[config.mk]
export PLATFORM = sky130hd
export DESIGN_NAME = bitrefl_fu
export DESIGN_NICKNAME = d
export VERILOG_FILES = /design/src/rtl/bitrefl_pkg.sv /design/src/rtl/refl_net.sv /design/src/rtl/refl_mode_sel.sv /design/src/rtl/bitrefl_fu.sv
export SDC_FILE = /design/constraint.sdc
export NUM_CORES = 1
export LEC_CHECK = 0
export BUFFER_PORTS_ARGS = -buffer_cell sky130_fd_sc_hd__buf_2
export CAP_MARGIN = 20
export CORE_UTILIZATION = 35
export DETAILED_ROUTE_END_ITERATION = 7
export GPL_TIMING_DRIVEN = 0
export PLACE_DENSITY_LB_ADDON = 0.1
export SYNTH_ARGS = -nofsm -noshare
export SYNTH_HDL_FRONTEND = slang
export SYNTH_SLANG_ARGS = --single-unit
[constraint.sdc]
create_clock -name clk -period 2.15 [get_ports clk]
set_clock_uncertainty 0.15 [all_clocks]
set_input_delay 0.43 -clock clk [delete_from_list [all_inputs] [get_ports clk]]
set_output_delay 0.43 -clock clk [all_outputs]
set_load 0.05 [all_outputs]
[src/rtl/bitrefl_pkg.sv]
package bitrefl_pkg;
  typedef enum logic {
    OP_REFL_BYTE = 1'b0,
    OP_REFL_WORD = 1'b1
  } refl_op_e;
endpackage

[src/rtl/refl_net.sv]
// Fixed cross-wiring: output bit k takes input bit (W-1-k).
module refl_net #(
  parameter int W = 32
) (
  input  logic [W-1:0] din,
  output logic [W-1:0] dout
);
  for (genvar k = 0; k < W; k++) begin : g_wire
    assign dout[k] = din[W-1-k];
  end
endmodule

[src/rtl/refl_mode_sel.sv]
// Picks word result or byte result (top field of word reversal, zero-extended).
module refl_mode_sel
  import bitrefl_pkg::*;
#(
  parameter int W = 32,
  parameter int B = 8
) (
  input  logic [W-1:0] rev_word,
  input  refl_op_e     op,
  output logic [W-1:0] sel_out
);
  localparam int PAD_W = W - B;

  logic [W-1:0] byte_res;
  assign byte_res = {{PAD_W{1'b0}}, rev_word[W-1 -: B]};

  always_comb begin
    if (op == OP_REFL_WORD) sel_out = rev_word;
    else                    sel_out = byte_res;
  end
endmodule

[src/rtl/bitrefl_fu.sv]
module bitrefl_fu
  import bitrefl_pkg::*;
#(
  parameter int WORD_W = 32,
  parameter int BYTE_W = 8
) (
  input  logic              clk,
  input  logic              rst,
  input  logic              glock,
  input  logic [WORD_W-1:0] trig_data,
  input  logic              trig_load,
  input  logic              trig_op,
  output logic [WORD_W-1:0] result
);
  localparam int HI_W = WORD_W - BYTE_W;

  logic [WORD_W-1:0] rev_word;
  logic [WORD_W-1:0] next_val;
  logic              take;
  refl_op_e          op_e;

  assign op_e = refl_op_e'(trig_op);
  assign take = trig_load && !glock;

  refl_net #(.W(WORD_W)) u_net (
    .din  (trig_data),
    .dout (rev_word)
  );

  refl_mode_sel #(.W(WORD_W), .B(BYTE_W)) u_sel (
    .rev_word (rev_word),
    .op       (op_e),
    .sel_out  (next_val)
  );

  always_ff @(posedge clk) begin
    if (rst)       result <= '0;
    else if (take) result <= next_val;
  end


  reset_clear_chk: assert property (@(posedge clk)
    $past(rst) |-> result == '0);


  hold_chk: assert property (@(posedge clk) disable iff (rst)
    (!$past(rst) && (!$past(trig_load) || $past(glock))) |-> $stable(result));


  word_ends_chk: assert property (@(posedge clk) disable iff (rst)
    (!$past(rst) && $past(take) && $past(trig_op))
      |-> (result[WORD_W-1] == $past(trig_data[0]) &&
           result[0] == $past(trig_data[WORD_W-1])));


  byte_field_chk: assert property (@(posedge clk) disable iff (rst)
    (!$past(rst) && $past(take) && !$past(trig_op))
      |-> (result[WORD_W-1 -: HI_W] == '0 &&
           result[BYTE_W-1] == $past(trig_data[0]) &&
           result[0] == $past(trig_data[BYTE_W-1])));
endmodule

After elaboration in Yosys (flattened, before gate mapping)
Cells that the tools add are included.
{"block": "totals", "word_cells": 4, "inputBits": 37, "ff_bits": 32}
{"block": "op_classes", "n_reduce_logical": 2, "n_mux": 1}
{"op": "32-bit two-way mux", "count": 1}
{"op": "1-bit logical AND", "count": 1}
{"op": "1-bit logical NOT", "count": 1}

Logic depth before layout (Yosys ltp)
{"block": "depth", "word_depth": 2, "mapped_depth": 5}

Hierarchy
A second synthesis with hierarchy kept.
{"block": "unflattened", "cells_unflattened": 212, "hier_area_um2": 2104.5}
{"mod": "bitrefl_fu", "area_each_um2": 1575.3, "cells_per_inst": 145, "n_inst": 1}
{"mod": "refl_mode_sel", "area_each_um2": 289.0, "cells_per_inst": 35, "n_inst": 1}
{"mod": "refl_net", "area_each_um2": 240.2, "cells_per_inst": 32, "n_inst": 1}

Worst setup path before layout
Ideal clock, no wire load.
{"block": "synth_path", "path_type": "input to register", "start": "input glock", "end": "register result[10]", "path_stages": 5, "arrival_time_ns": 0.935, "required_time_ns": 1.875, "slack_ns": 0.940, "cell_sequence": "nand2b_1 > buf_6 > buf_12 > nand2_2 > a21oi_2"}
{"block": "synth_between", "elab_chain_cells": 2}
{"element": "start: declaration", "line": "bitrefl_fu.sv:9", "text": "input logic glock,"}
{"element": "1-bit logical NOT", "line": "bitrefl_fu.sv:23", "text": "assign take = trig_load && !glock;"}
{"element": "1-bit logical AND", "line": "bitrefl_fu.sv:23"}
{"element": "end signal: assignment", "line": "bitrefl_fu.sv:38", "text": "else if (take) result <= next_val;"}
{"element": "end: declaration", "line": "bitrefl_fu.sv:13", "text": "output logic [WORD_W-1:0] result"}
Every way passes these cells.
A chain may end at the register's enable or synchronous reset.

Final worst setup path
{"block": "layout_path", "start": "register result[23]", "end": "output result[23]"}
No word-level cell between the ends.

==> results.yml <==
global_routing:
  grt_pass1_wl_microns: 5354
  overflow: 0
  grt_pass1_vias: 1184
  antenna_found_initial: 0
  grt_max_degree: 11
  track_usage: 0.1659
floorplan:
  rows: 22
  io_pins: 69
  core-area_sq_um: 3799
  die_x_microns: 65.92
  initial_core_util: 0.3765
  die_y_microns: 65.92
  fp.dieArea_sq_um: 4345
power_and_ir_drop:
  p_sw_uw: 387.5
  p_leak_uw: 0.0008449
  swShare: 0.2860
  p_int_uw: 967.5
  ir_drop_v: 0.0003533
  p_clk_frac: 0.341
  p_seq_frac: 0.464
  fin_total_pwr_uw: 1355
  p_per_area_nw_per_um2: 707.4
  pwr-share-comb: 0.195
synth:
  ys_top_cells_by_count: "32 x dfxtp_1, 24 x nand3_1, 20 x a21oi_2, 20 x nand2_2"
  synthesis.area_sq_um: 1430
  synth_compound_area_frac: 0.1855
  synth_cell_type_count: 17
  yosys.area.top_type: "dfxtp_1"
  synthTopCellsByArea: "dfxtp_1 45%, a21oi_2 12%, nand2_2 8.7%"
  ys_seq_area_frac: 0.4479
  synth-adder-area-share: 0
  synth_fp_nets: 181
  synth.area.mux_share: 0.05599
  avgSynthCellArea_sq_um: 9.931
  synthSimpleGateAreaFrac: 0.2170
  synthCells: 144
  yosysWarningCount: 0
  synth_most_common_cell: "dfxtp_1"
  synth-edff-count: 0
  synth_top_family_by_area: "simple AND/OR/NAND/NOR gates"
  synth-main-ff-cell: "dfxtp_1"
  synth-seq-cells: 32
  synthXorXnorAreaFrac: 0
  synth_top_area_frac: 0.4479
  async_flop_share: 0
place:
  dpl.cell_count: 259
  pre_cts_slack_ns: 0.7035
  gp_congestion: 0.7434
  dpl.hpwl_microns: 2553
  numPortBuffers: 67
worst_setup_path:
  crit_path_end_kind: "output port"
  worst_ep_arrival_time_ns: 0.90
  crit_required_ns: 1.57
  crit_chain: "buf_2"
  cp.buffers_inverters: 1
  crit_slowest_cell: "dfxtp_1"
  max_stage_delay_ns: 0.35
  cp_top_family: "flip-flops"
  critPathKind: "reg2out"
  crit_path_max_fanout: 2
  start_kind: "flop"
clocking:
  h-tree-depth: 2
  postCtsResizedCells: 0
  numCtsBuffers: 5
  clock_latency_ns: 0.27
  clock_path_buffers: 2
  root_buffer: "clkbuf_8"
  cts_tree: "done"
  clock_sinks: 32
  cts.reportedPaths.clkPinSlew_ns: 0.06
  ctsHoldBuffers: 0
  postCtsSetupBuffers: 0
finish:
  largest_reg_flops: 32
  syn_to_final_growth_pct: 33.95
  top_register: "result"
  n_antenna_cell: 0
  top_regs: "result: 32 flops"
  drive_above_1_share: 0.5890
  layout.cells.non_filler: 267
  nets: 255
  fillers: 387
job:
  cap_violations: 0
detailed_routing:
  wl_microns: 3361
  postRouteAntennaNets: 0
  via_count: 1270
  wl_per_cell_microns: 12.59
  drc: 0
  drt_iter0_drc: 34
  firstDrtPassIters: 4
  vias_per_cell: 4.757
timing:
  maxSlewHeadroom: 0.7125
  whs_ns: 0.2232
  hold_viol: 0
  setup_ws_ns: 0.6650
  rsz0062_at_grt: "no"
  fin_tns_setup_ns: 0
  finalSetupViolations: 0
  finalCriticalPeriod_ns: 1.485
  worst_slew_pin_slew_ns: 0.4313
  finalMaxSlewViolations: 0
  fin_crit_sh: 0.6907
  max_freq_ghz: 0.6734
run_status:
  status: "finished, final reports clean"
hold_path:
  holdCritPathClass: "in2reg"
[cells in the final DEF (no fill, tap or decap)]
| cell | n |
|---|---|
| nor2b_4 | 1 |
| dfxtp_1 | 32 |
| buf_12 | 3 |
| a21oi_2 | 20 |
| nor2_1 | 8 |
| nand2_2 | 20 |
| buf_4 | 3 |
| nand3_1 | 24 |
| buf_6 | 2 |
| nand2b_1 | 1 |
| a211oi_1 | 6 |
| a211oi_2 | 2 |
| buf_2 | 72 |
| a21oi_1 | 4 |
| clkbuf_1 | 3 |
| mux2i_1 | 8 |
| nand2_1 | 4 |
| clkbuf_8 | 6 |
[final cells by class]
class                   instances  area (sq um)  area share
plain buffers                  14         133.9     0.06989
clock buffers                   8         90.09     0.04703
multi-input cells              98         655.6      0.3423
flip-flops and latches         32         640.6      0.3344
well taps                      48         60.06     0.03135
repair buffers                 67         335.3      0.1750
[through the flow]
stage / area [sq um] / utilization
after floorplan: 1430 / -
after global placement: 1826 / 0.4806
after detailed placement: 1826 / 0.4806
after CTS: 1916 / 0.5043
after global routing: 1916 / 0.5043
final: 1916 / 0.5043
[worst register-to-register path: stages (launching register included)]
cell      delay, ns
dfxtp_1        0.33
nor2_1         0.05
a211oi_1       0.21
[per-layer routing]
| metal | share of wire | vias up | wire, microns | track usage |
|---|---|---|---|---|
| li1 | - | 641 | - | - |
| met1 | 0.45 | 583 | 1517 | 0.1914 |
| met2 | 0.47 | 40 | 1570 | 0.2806 |
| met3 | 0.065 | 6 | 218 | 0.05345 |
| met4 | 0.016 | 0 | 54 | 0.06522 |
| met5 | 0 | - | 0 | 0 |
[power by group through the flow]
| stage | clock network (uW) | registers, uW | logic (uW) |
|---|---|---|---|
| finish | 462 | 629 | 264 |
| CTS | 479 | 629 | 267 |
| detailed placement | 0 | 642 | 266 |
| global route | 511 | 632 | 281 |
| floorplan | 0 | 724 | 105 |
| global placement | 0 | 641 | 260 |
[worst paths after layout]
kind | from | endpoint | slack (ns) | cells past startpoint
setup / recovery | result[23]$_SDFFE_PP0P_ | result[23] | 0.67 | 1
hold / removal | rst | result[0]$_SDFFE_PP0P_ | 0.22 | 2
setup reg to reg | result[4]$_SDFFE_PP0P_ | result[4]$_SDFFE_PP0P_ | 1.32 | 2
hold reg to reg | result[27]$_SDFFE_PP0P_ | result[27]$_SDFFE_PP0P_ | 0.30 | 2
[cells by family (layout without fill, tap and decap cells)]
logic type | after synthesis | count (layout)
compound gates | 32 | 32
buf+inv | 14 | 89
flops | 32 | 32
mux | 8 | 8
simple gates | 58 | 58
(Power assumes the default switching activity.)
